## config.mk

```make
export PLATFORM = sky130hd
export DESIGN_NAME = nor_erase_seq
export DESIGN_NICKNAME = d
export VERILOG_FILES = /design/src/rtl/nor_erase_pkg.sv /design/src/rtl/nes_status_decode.sv /design/src/rtl/nes_poll_timer.sv /design/src/rtl/nes_region_plan.sv /design/src/rtl/nor_erase_seq.sv
export SDC_FILE = /design/constraint.sdc
export NUM_CORES = 1
export LEC_CHECK = 0
export ABC_AREA = 1
export BUFFER_PORTS_ARGS = -buffer_cell sky130_fd_sc_hd__buf_4
export CAP_MARGIN = 20
export CORE_ASPECT_RATIO = 1.25
export CORE_UTILIZATION = 57
export CTS_BUF_LIST = sky130_fd_sc_hd__clkbuf_4 sky130_fd_sc_hd__clkbuf_8 sky130_fd_sc_hd__clkbuf_16
export CTS_CLUSTER_SIZE = 20
export DETAILED_ROUTE_END_ITERATION = 16
export PLACE_DENSITY = 0.81
export SLEW_MARGIN = 25
export SYNTH_ARGS = -nofsm -noshare
export SYNTH_HDL_FRONTEND = slang
export SYNTH_HIERARCHICAL = 1
export SYNTH_SLANG_ARGS = --single-unit
```

## constraint.sdc

```tcl
create_clock -name clk -period 2 [get_ports clk]
set_input_delay 0.4 -clock clk [delete_from_list [all_inputs] [get_ports clk]]
set_output_delay 0.4 -clock clk [all_outputs]
set_load 0.005 [all_outputs]
```

## src/rtl/nor_erase_pkg.sv

```systemverilog
package nor_erase_pkg;

   // Result codes reported on err_code
   typedef enum logic [2:0] {
      NES_OK      = 3'd0,
      NES_HW      = 3'd1,
      NES_LOWV    = 3'd2,
      NES_PROT    = 3'd3,
      NES_ERASE   = 3'd4,
      NES_VERIFY  = 3'd5,
      NES_TIMEOUT = 3'd6
   } nes_err_e;

   // Sequencer states
   typedef enum logic [3:0] {
      S_IDLE,
      S_SETUP,
      S_CLR,
      S_ERS,
      S_CNF,
      S_POLL,
      S_RST,
      S_VER,
      S_DONE
   } nes_state_e;

   // Device command bytes
   localparam logic [7:0] CMD_CLR_STAT   = 8'h50;
   localparam logic [7:0] CMD_ERASE      = 8'h20;
   localparam logic [7:0] CMD_CONFIRM    = 8'hD0;
   localparam logic [7:0] CMD_READ_ARRAY = 8'hFF;

   // Status word bit positions
   localparam int ST_READY = 7;
   localparam int ST_ERASE = 5;
   localparam int ST_LOWV  = 3;
   localparam int ST_PROT  = 1;
   localparam logic [7:0] ST_ERR_MASK = 8'h7E;

endpackage

```

## src/rtl/nes_status_decode.sv

```systemverilog
module nes_status_decode
   import nor_erase_pkg::*;
#(
   parameter int DW = 16
) (
   input  logic [DW-1:0] stat,
   output logic          ready,
   output nes_err_e      code
);

   logic [7:0] low;

   if (DW < 8) begin : g_bad_width
      $error("status word needs at least 8 bits");
   end

   assign low   = stat[7:0];
   assign ready = low[ST_READY];

   // Ranked classification of the flag bits
   always_comb begin
      code = NES_OK;
      if ((low & ST_ERR_MASK) != 8'h00) begin
         if (!low[ST_ERASE])    code = NES_HW;
         else if (low[ST_LOWV]) code = NES_LOWV;
         else if (low[ST_PROT]) code = NES_PROT;
         else                   code = NES_ERASE;
      end
   end

endmodule

```

## src/rtl/nes_poll_timer.sv

```systemverilog
module nes_poll_timer #(
   parameter int TW = 8
) (
   input  logic          clk,
   input  logic          rst_n,
   input  logic          load,
   input  logic          step,
   input  logic [TW-1:0] lim,
   output logic          last
);

   logic [TW-1:0] cnt_q;

   if (TW < 1) begin : g_bad_tw
      $error("timer width must be positive");
   end

   always_ff @(posedge clk or negedge rst_n) begin
      if (!rst_n)                      cnt_q <= '0;
      else if (load)                   cnt_q <= lim;
      else if (step && cnt_q != '0)    cnt_q <= cnt_q - 1'b1;
   end

   // A budget of zero behaves like a budget of one poll
   assign last = (cnt_q <= TW'(1));

   AST_TMR_HOLD_ZERO: assert property (@(posedge clk) disable iff (!rst_n)
      (cnt_q == '0 && !load) |=> cnt_q == '0);

endmodule

```

## src/rtl/nes_region_plan.sv

```systemverilog
module nes_region_plan #(
   parameter int AW = 12,
   parameter int LW = 8,
   parameter int IW = 3,
   parameter int BLOCK_WORDS = 64,
   parameter int NSUB = 4,
   parameter int SUB_LW = 8,
   parameter logic [NSUB*SUB_LW-1:0] SUB_LENS = '0,
   parameter logic [AW-1:0] BASE_MASK = '0,
   parameter logic [AW-1:0] BOOT_OFS = '0,
   parameter bit BOOT_EN = 1'b1
) (
   input  logic [AW-1:0] blk_addr,
   input  logic          boot_req,
   input  logic [IW-1:0] idx,
   output logic [AW-1:0] dev_base,
   output logic          boot_hit,
   output logic [LW-1:0] reg_len
);

   logic [LW-1:0] tbl [NSUB];

   if (SUB_LW > LW) begin : g_bad_lw
      $error("region length width too narrow for the sub-sector table");
   end

   for (genvar g = 0; g < NSUB; g++) begin : g_tbl
      assign tbl[g] = LW'(SUB_LENS[g*SUB_LW +: SUB_LW]);
   end

   assign dev_base = blk_addr & BASE_MASK;

   if (BOOT_EN) begin : g_boot
      assign boot_hit = boot_req && ((blk_addr - dev_base) == BOOT_OFS);
   end else begin : g_flat
      assign boot_hit = 1'b0;
   end

   // Length of region number idx; zero marks the end of the block
   always_comb begin
      reg_len = '0;
      if (boot_hit) begin
         for (int k = 0; k < NSUB; k++) begin
            if (idx == IW'(k)) reg_len = tbl[k];
         end
      end else if (idx == '0) begin
         reg_len = LW'(BLOCK_WORDS);
      end
   end

endmodule

```

## src/rtl/nor_erase_seq.sv

```systemverilog
module nor_erase_seq
   import nor_erase_pkg::*;
#(
   parameter int AW = 12,
   parameter int DW = 16,
   parameter int TW = 8,
   parameter int BLOCK_WORDS = 64,
   parameter int NSUB = 4,
   parameter int SUB_LW = 8,
   parameter logic [NSUB*SUB_LW-1:0] SUB_LENS = {8'd0, 8'd16, 8'd8, 8'd8},
   parameter logic [AW-1:0] BASE_MASK = 12'hF00,
   parameter logic [AW-1:0] BOOT_OFS = 12'h0C0,
   parameter bit BOOT_EN = 1'b1
) (
   input  logic          clk,
   input  logic          rst_n,
   input  logic          start,
   input  logic [AW-1:0] start_addr,
   input  logic          boot_sel,
   input  logic [TW-1:0] timeout_lim,
   output logic          busy,
   output logic          done,
   output logic [2:0]    err_code,
   output logic          flash_we,
   output logic [AW-1:0] bus_addr,
   output logic [DW-1:0] bus_wdata,
   output logic          bus_wr,
   output logic          bus_rd,
   input  logic [DW-1:0] bus_rdata
);

   localparam int BW = $clog2(BLOCK_WORDS + 1);
   localparam int LW = (BW > SUB_LW) ? BW : SUB_LW;
   localparam int IW = $clog2(NSUB + 1) + 1;

   if (BLOCK_WORDS < 1) begin : g_bad_blk
      $error("block must hold at least one word");
   end
   if (NSUB < 1) begin : g_bad_nsub
      $error("sub-sector table needs at least one entry");
   end
   if (AW < 2) begin : g_bad_aw
      $error("address width too small");
   end

   nes_state_e    st_q;
   logic [AW-1:0] addr_q;
   logic          boot_q;
   logic [TW-1:0] tlim_q;
   logic [AW-1:0] ptr_q;
   logic [LW-1:0] rem_q;
   logic [IW-1:0] idx_q;
   nes_err_e      err_q;

   logic [AW-1:0] dev_base;
   logic          boot_hit;
   logic [LW-1:0] reg_len;
   logic          stat_ready;
   nes_err_e      stat_code;
   logic          tmr_last;
   logic          tmr_load;
   logic          tmr_step;
   logic          word_blank;

   nes_region_plan #(
      .AW(AW), .LW(LW), .IW(IW), .BLOCK_WORDS(BLOCK_WORDS), .NSUB(NSUB),
      .SUB_LW(SUB_LW), .SUB_LENS(SUB_LENS), .BASE_MASK(BASE_MASK),
      .BOOT_OFS(BOOT_OFS), .BOOT_EN(BOOT_EN)
   ) u_plan (
      .blk_addr (addr_q),
      .boot_req (boot_q),
      .idx      (idx_q),
      .dev_base (dev_base),
      .boot_hit (boot_hit),
      .reg_len  (reg_len)
   );

   nes_status_decode #(.DW(DW)) u_dec (
      .stat  (bus_rdata),
      .ready (stat_ready),
      .code  (stat_code)
   );

   assign tmr_load = (st_q == S_CNF);
   assign tmr_step = (st_q == S_POLL) && !stat_ready;

   nes_poll_timer #(.TW(TW)) u_tmr (
      .clk   (clk),
      .rst_n (rst_n),
      .load  (tmr_load),
      .step  (tmr_step),
      .lim   (tlim_q),
      .last  (tmr_last)
   );

   assign word_blank = (bus_rdata == '1);

   // Sequencer
   always_ff @(posedge clk or negedge rst_n) begin
      if (!rst_n) begin
         st_q   <= S_IDLE;
         addr_q <= '0;
         boot_q <= 1'b0;
         tlim_q <= '0;
         ptr_q  <= '0;
         rem_q  <= '0;
         idx_q  <= '0;
         err_q  <= NES_OK;
      end else begin
         unique case (st_q)
            S_IDLE: begin
               if (start) begin
                  addr_q <= start_addr;
                  boot_q <= boot_sel;
                  tlim_q <= timeout_lim;
                  ptr_q  <= start_addr;
                  idx_q  <= '0;
                  err_q  <= NES_OK;
                  st_q   <= S_SETUP;
               end
            end
            S_SETUP: begin
               if (reg_len == '0) begin
                  st_q <= S_DONE;
               end else begin
                  rem_q <= reg_len;
                  st_q  <= S_CLR;
               end
            end
            S_CLR: st_q <= S_ERS;
            S_ERS: st_q <= S_CNF;
            S_CNF: st_q <= S_POLL;
            S_POLL: begin
               if (stat_ready) begin
                  if (stat_code != NES_OK) err_q <= stat_code;
                  st_q <= S_RST;
               end else if (tmr_last) begin
                  err_q <= NES_TIMEOUT;
                  st_q  <= S_RST;
               end
            end
            S_RST: st_q <= S_VER;
            S_VER: begin
               if (!word_blank) begin
                  if (err_q == NES_OK) err_q <= NES_VERIFY;
                  st_q <= S_DONE;
               end else begin
                  ptr_q <= ptr_q + 1'b1;
                  if (rem_q == LW'(1)) begin
                     idx_q <= idx_q + 1'b1;
                     st_q  <= S_SETUP;
                  end else begin
                     rem_q <= rem_q - 1'b1;
                  end
               end
            end
            S_DONE: st_q <= S_IDLE;
            default: st_q <= S_IDLE;
         endcase
      end
   end

   // Bus drive, one access per state
   always_comb begin
      bus_addr  = ptr_q;
      bus_wdata = '0;
      bus_wr    = 1'b0;
      bus_rd    = 1'b0;
      unique case (st_q)
         S_CLR: begin
            bus_addr  = dev_base;
            bus_wdata = DW'(CMD_CLR_STAT);
            bus_wr    = 1'b1;
         end
         S_ERS: begin
            bus_wdata = DW'(CMD_ERASE);
            bus_wr    = 1'b1;
         end
         S_CNF: begin
            bus_wdata = DW'(CMD_CONFIRM);
            bus_wr    = 1'b1;
         end
         S_RST: begin
            bus_wdata = DW'(CMD_READ_ARRAY);
            bus_wr    = 1'b1;
         end
         S_POLL, S_VER: bus_rd = 1'b1;
         default: ;
      endcase
   end

   assign busy     = (st_q != S_IDLE);
   assign done     = (st_q == S_DONE);
   assign flash_we = busy;
   assign err_code = err_q;

   AST_ONE_ACCESS: assert property (@(posedge clk) disable iff (!rst_n)
      !(bus_wr && bus_rd));
   AST_POLL_TO_RESET: assert property (@(posedge clk) disable iff (!rst_n)
      (bus_rd && st_q == S_POLL && bus_rdata[ST_READY]) |=>
      (bus_wr && bus_wdata == DW'(CMD_READ_ARRAY)));
   AST_VERIFY_STOP: assert property (@(posedge clk) disable iff (!rst_n)
      (st_q == S_VER && !word_blank) |=> done);
   AST_DONE_PULSE: assert property (@(posedge clk) disable iff (!rst_n)
      done |=> !done);
   AST_START_IGNORED: assert property (@(posedge clk) disable iff (!rst_n)
      (busy && !done && start) |=> $stable(addr_q) && $stable(tlim_q));
   AST_WE_COVERS_BUS: assert property (@(posedge clk) disable iff (!rst_n)
      (bus_wr || bus_rd) |-> flash_we);

endmodule

```

==> run_results.csv, run 1 <==
group,metric,value,unit
setup_path,r2r_slack,140,ps
timing,hold_viol_final,0,
synthesis,async_reset_ff_share,100.0,%
global_route,grt_pass1_vias,4006,
timing,tightest_slew,768.2,ps
setup_path,cp.depth,7,
setup_path,critPathMaxFanout,6,
setup_path,crit_end,"bus_addr[1]",
detailed_routing,antenna_left,0,
power,ir_worst_vdd,0.7139,mV
placement,io_buffers,67,
clock_tree,clock_latency,350,ps
cells_and_area,diodes,0,
detailed_routing,via_count,4219,
synthesis,yosysUniqueCellTypes,38,
setup_path,startpoint,"st_q[0]$_DFFE_PN0P_",
cells_and_area,area.growth.synth_to_final,20.14,%
floorplanning,dieArea,7918,um^2
clock_tree,cts-htree-levels,3,
floorplanning,dieHeight,99.24,um
timing,holdWs,118.3,ps
setup_path,worstSetupStartpointType,"flip-flop",
timing,fmax,502.5,MHz
synthesis,synth_seq_cells,60,
setup_path,crit_path_frequent_cell,"buf_4",
placement,gp_congestion,0.8459,
clock_tree,cts_tree,"done",
timing,finalMaxSlewViolations,0,
setup_path,critPathSlowestCell,"dfrtp_1",
detailed_routing,routedWlPerCell,12.95,um
synthesis,synth_top_area_share,34.82,%
detailed_routing,dr.pass1.iters,5,
timing,rsz0062_at_grt,"true",
setup_path,max_stage_delay,400,ps
timing,min_period,1990,ps
setup_path,r2r_cells,9,
timing,fin_skew,10.68,ps
global_route,grt_max_degree,61,
floorplanning,fp.dieW,79.79,um
clock_tree,cts_buffers,9,
floorplanning,ios,76,
detailed_routing,drcViolationCount,0,
setup_path,end_kind,"output pin",
clock_tree,holdBufCountCts,0,
setup_path,critical_path_class,"reg -> out",
global_route,grt_pass1_wl,17.11,mm
synthesis,synth_area,4312,um^2
global_route,grt-ovfl-total,0,
timing,fin_tns_setup,0,ps
setup_path,r2r-end,"rem_q[7]$_DFFE_PN0P_",
floorplanning,initial_core_util,58.61,%
timing,fin_crit_sh,99.50,%
placement,hpwl,7.256,mm
synthesis,synth.most_common_cell,"nand2_1",
flow_run,cap_violations,0,
clock_tree,clk_pin_slew_worst_paths,70,ps
detailed_routing,vias_per_cell,5.196,
power,powerDensity,1426,nW/um^2
setup_path,crit_buf_inv,4,
floorplanning,coreArea,7357,um^2
synthesis,synth-seq-area-share,34.82,%
timing,slew_headroom,48.78,%
setup_path,critPathArrivalTime,1590,ps
placement,pre_cts_slack,180.7,ps
timing,setup_viol,0,
timing,postLayoutSetupSlackWorst,9.909,ps
synthesis,syn_area_per_cell,6.705,um^2
synthesis,synth_top_cell_by_area,"dfrtp_1",
power,power,7385,uW
cells_and_area,final_nets,763,
detailed_routing,drtIter0Drc,176,
clock_tree,cts_buffer_depth,2,
global_route,grtUsageTotal,27.64,%
setup_path,worstPathRequired,1600,ps
synthesis,synth-edff-count,0,
run_status,run_status,"complete, no violations",
detailed_routing,routed_wl,10.52,mm
setup_path,r2r-start,"st_q[3]$_DFFE_PN0P_",
setup_path,critical_path.top_delay_family,"buffers and inverters",
synthesis,synth_ff_type,"dfrtp_1",
clock_tree,clock_sinks,60,
power,p_leak,0.002773,uW
min_path,min_path_type,"in -> async",
cells_and_area,drive_gt1_share,21.81,%
setup_path,crit_chain,"inv_2 > nand2_2 > nor2_4 > buf_4 > clkbuf_16 > o21ai_0 > buf_4",
clock_tree,cts-root-buf,"clkbuf_8",
floorplanning,num_rows,35,
global_route,antenna_found_initial,0,
synthesis,synth_area_leaders,"dfrtp_1, nand2_1, nand3_1, buf_4, inv_1",
synthesis,synth.top_cells.by_count,"nand2_1, inv_1, dfrtp_1, nor2_1, nand3_1",
synthesis,syn-instance-count,643,
synthesis,ys.warnings.count,6,
==> routing by layer <==
| layer | vias to the layer above | track usage [%] | part of all wire (%) |
|---|---|---|---|
| met4 | 0 | 10.99 | 2.1 |
| li1 | 2112 | - | - |
| met2 | 153 | 49.18 | 52 |
| met1 | 1930 | 31.87 | 40 |
| met5 | - | 0 | 0 |
| met3 | 24 | 5.963 | 6.1 |
==> placed cells by master (no fill, tap or decap), types with 2 or more instances in the layout <==
master / n
ha_1: 7
nand2_2: 9
xnor2_1: 2
nand3b_1: 2
or2_2: 4
nor3_1: 7
buf_12: 3
bufinv_16: 2
o21bai_1: 2
nor3_2: 2
o21ai_2: 6
o21ai_0: 42
clkbuf_8: 12
nand2_4: 2
nor2_4: 7
o21ai_1: 6
nor2_2: 7
nand2_1: 222
nand4_1: 10
nand3_2: 2
inv_1: 62
conb_1: 21
nor2_1: 58
buf_4: 84
nand3_1: 57
nand2_8: 2
dfrtp_1: 59
inv_2: 8
==> cell families after synthesis <==
family,after synthesis,synth area share [%]
other cells,2,0.1742
fa+ha+maj,7,2.031
xor+xnor,3,0.6095
buf+inv,117,13.78
flops,60,34.82
compound gates,60,7.777
simple gates,394,40.80
==> sequential cells by signal (all words and copies together) (netlist names) <==
register     cells
addr_q          12
boot_q           1
err_code         3
idx_q            4
ptr_q           12
rem_q            8
st_q             4
tlim_q           8
u_tmr/cnt_q      8
==> timing repair <==
action | in CTS | in global routing
resized for setup | 6 | 19
endpoints found under the setup margin | 14 | 42
pin swaps | 2 | 2
buffers inserted | 4 | 9
cloned | 1 | 1
==> final cells by class <==
type / instances / area (um^2)
Fill cell: 622 / 2177
Clock buffer: 12 / 165.2
Timing Repair Buffer: 89 / 726.9
Sequential cell: 60 / 1503
Tap cell: 92 / 115.1
Multi-Input combinational cell: 485 / 2335
Inverter: 71 / 266.5
Clock inverter: 3 / 68.82
==> per-stage QoR <==
step | cell area (um^2) | util (%) | instances
6_report | 5180 | 70.41 | 812
5_1_grt | 5180 | 70.41 | 812
4_1_cts | 5064 | 68.83 | 803
3_5_place_dp | 4746 | 64.51 | 783
3_3_place_gp | 4746 | 64.51 | 783
2_1_floorplan | 4383 | - | 662
==> where the power goes <==
| part | switching (uW) | internal (uW) |
|---|---|---|
| combinational | 2240 | 1630 |
| clock | 488 | 799 |
| sequential | 487 | 1730 |
| total | 3220 | 4170 |
==> worst min path at each step <==
stage | from | to | slack (ps) | cells after the start
floorplan | rst_n | addr_q[0]$_DFFE_PN0P_ | 100 | 0
global placement | tlim_q[4]$_DFFE_PN0P_ | tlim_q[4]$_DFFE_PN0P_ | 450 | 2
detailed placement | tlim_q[5]$_DFFE_PN0P_ | tlim_q[5]$_DFFE_PN0P_ | 450 | 2
CTS | rst_n | ptr_q[5]$_DFFE_PN0P_ | 160 | 1
global route | rst_n | st_q[2]$_DFFE_PN0P_ | 190 | 1
finish | rst_n | st_q[2]$_DFFE_PN0P_ | 120 | 1
(Power assumes the default switching activity.)
==> inputs of run 2 (changes only) <==
--- a/config.mk
+++ b/config.mk
@@ -8,12 +8,14 @@
 export ABC_AREA = 1
 export BUFFER_PORTS_ARGS = -buffer_cell sky130_fd_sc_hd__buf_4
 export CAP_MARGIN = 20
+export CELL_PAD_IN_SITES_DETAIL_PLACEMENT = 0
+export CELL_PAD_IN_SITES_GLOBAL_PLACEMENT = 1
 export CORE_ASPECT_RATIO = 1.25
-export CORE_UTILIZATION = 57
+export CORE_UTILIZATION = 40
 export CTS_BUF_LIST = sky130_fd_sc_hd__clkbuf_4 sky130_fd_sc_hd__clkbuf_8 sky130_fd_sc_hd__clkbuf_16
 export CTS_CLUSTER_SIZE = 20
 export DETAILED_ROUTE_END_ITERATION = 16
-export PLACE_DENSITY = 0.81
+export PLACE_DENSITY_LB_ADDON = 0.1
 export SLEW_MARGIN = 25
 export SYNTH_ARGS = -nofsm -noshare
 export SYNTH_HDL_FRONTEND = slang
==> run_results.csv, run 2 (synthesized netlist as in run 1, its figures left out) <==
group,metric,value,unit
flow_run,cap_violations,0,
clock_tree,clk_pin_slew_worst_paths,50,ps
cells_and_area,diodes,0,
placement,hpwl,7.835,mm
clock_tree,cts-htree-levels,3,
timing,holdWs,28.91,ps
cells_and_area,seq_area,1505,um^2
setup_path,max_stage_delay,400,ps
setup_path,critPathMaxFanout,12,
cells_and_area,postLayoutCoreUtil,50.33,%
setup_path,worstSetupStartpointType,"flip-flop",
cells_and_area,drive_gt1_share,21.88,%
cells_and_area,final_area,5316,um^2
global_route,antenna_found_initial,0,
cells_and_area,mostFrequentLayoutCells,"nand2_1, buf_4, inv_1, nor2_1",
clock_tree,cts_tree,"done",
global_route,grt_pass1_wl,17.59,mm
detailed_routing,drcViolationCount,0,
timing,rsz0062_at_grt,"true",
cells_and_area,final_nets,764,
setup_path,crit_chain,"nor2_4 > inv_2 > nor2_4 > buf_12 > clkbuf_16 > o21ai_0 > buf_4",
timing,setup_viol,0,
cells_and_area,nFillCells,1080,
power,powerDensity,1427,nW/um^2
setup_path,critPathSlowestCell,"dfrtp_1",
floorplanning,fp.dieW,94.86,um
detailed_routing,wl_met2,5.544,mm
floorplanning,dieArea,11200,um^2
timing,hold_viol_final,0,
floorplanning,dieHeight,118.1,um
cells_and_area,final_common_cell,"nand2_1",
detailed_routing,via_count,4073,
clock_tree,cts-root-buf,"clkbuf_16",
setup_path,critical_path_class,"reg -> out",
setup_path,end_kind,"output pin",
clock_tree,clock_sinks,60,
detailed_routing,vias_per_cell,4.769,
detailed_routing,routedWlPerCell,12.81,um
clock_tree,cts_buffers,9,
placement,gp_congestion,0.7889,
run_status,run_status,"complete, no violations",
cells_and_area,area.growth.synth_to_final,23.30,%
timing,finalMaxSlewViolations,0,
timing,min_period,1938,ps
cells_and_area,reg.largest.list,"addr_q (12), ptr_q (12)",
timing,fin_crit_sh,96.89,%
floorplanning,initial_core_util,40.82,%
min_path,min_path_type,"in -> async",
detailed_routing,wl_met3,286,um
power,ir_worst_vdd,0.5936,mV
timing,fin_skew,10.33,ps
cells_and_area,multi_input_area,2328,um^2
global_route,grtUsageTotal,20.00,%
floorplanning,coreArea,10560,um^2
global_route,grt-ovfl-total,0,
detailed_routing,dr.pass1.iters,4,
timing,fmax,516.0,MHz
setup_path,critPathArrivalTime,1540,ps
global_route,grt_max_degree,32,
detailed_routing,routed_wl,10.94,mm
global_route,grt_pass1_vias,3865,
clock_tree,cts_buffer_depth,2,
power,p_leak,0.002819,uW
setup_path,crit_path_frequent_cell,"nor2_4",
detailed_routing,drtIter0Drc,150,
detailed_routing,dr.max_layer_used,"met4",
floorplanning,ios,76,
detailed_routing,antenna_left,0,
placement,io_buffers,67,
detailed_routing,wl_met1,4.943,mm
placement,placed_cell_area,4838,um^2
clock_tree,clock_latency,330,ps
floorplanning,num_rows,42,
setup_path,worstPathRequired,1600,ps
==> run 2: layout make-up <==
class | count | area share, %
clock buffer | 12 | 4.778
clock inverter | 4 | 0.9179
inverter | 71 | 5.013
multi-input combinational | 485 | 43.80
sequential | 60 | 28.31
tap | 132 | 3.107
timing repair buffer | 90 | 14.07
==> run 2: worst paths after layout <==
path	start	slack (ps)	cells past startpoint	endpoint
max	st_q[3]$_DFFE_PN0P_	60	7	bus_addr[1]
min	rst_n	30	1	rem_q[2]$_DFFE_PN0P_
max reg2reg	st_q[3]$_DFFE_PN0P_	220	11	u_tmr/cnt_q[3]$_DFFE_PN0P_
min reg2reg	tlim_q[0]$_DFFE_PN0P_	470	2	tlim_q[0]$_DFFE_PN0P_
max in group asynchronous	rst_n	1440	2	idx_q[3]$_DFFE_PN0P_
min in group clk	timeout_lim[4]	270	3	tlim_q[4]$_DFFE_PN0P_
==> run 2: through the flow <==
stage / setup slack, ps / total power, uW / TNS, ps / std cells
after floorplan: 396.8 / 4637 / 0 / 662
after global placement: 190.9 / 5656 / 0 / 827
after detailed placement: 191.0 / 5710 / 0 / 827
after CTS: 34.13 / 7382 / 0 / 845
after global routing: -11.48 / 8276 / -50.26 / 854
final: 62.14 / 7586 / 0 / 854
==> run 2: what timing repair did <==
action | CTS | global route
pin swaps | 1 | 2
gates resized for setup | 4 | 17
hold buffers | 0 | 0
setup buffers | 2 | 7
gates cloned | 0 | 2
endpoints found under the setup margin | 13 | 13
==> run 2: power by group <==
| group | switching (uW) | internal [uW] |
|---|---|---|
| registers | 490 | 1740 |
| logic | 2160 | 1630 |
| clock network | 547 | 1020 |
| total | 3190 | 4390 |
==> run 2: per-layer routing <==
metal | track usage (%) | vias to the layer above
met5 | 0 | -
met1 | 25.12 | 1873
met2 | 33.54 | 70
li1 | - | 2117
met4 | 7.670 | 0
met3 | 3.553 | 13
==> run 2: worst max-delay path: cells and delay by family, from the launching register on <==
family / cells / cell delay (ps)
buf+inv: 4 / 480
flops: 1 / 400
simple gates: 2 / 240
compound gates: 1 / 80
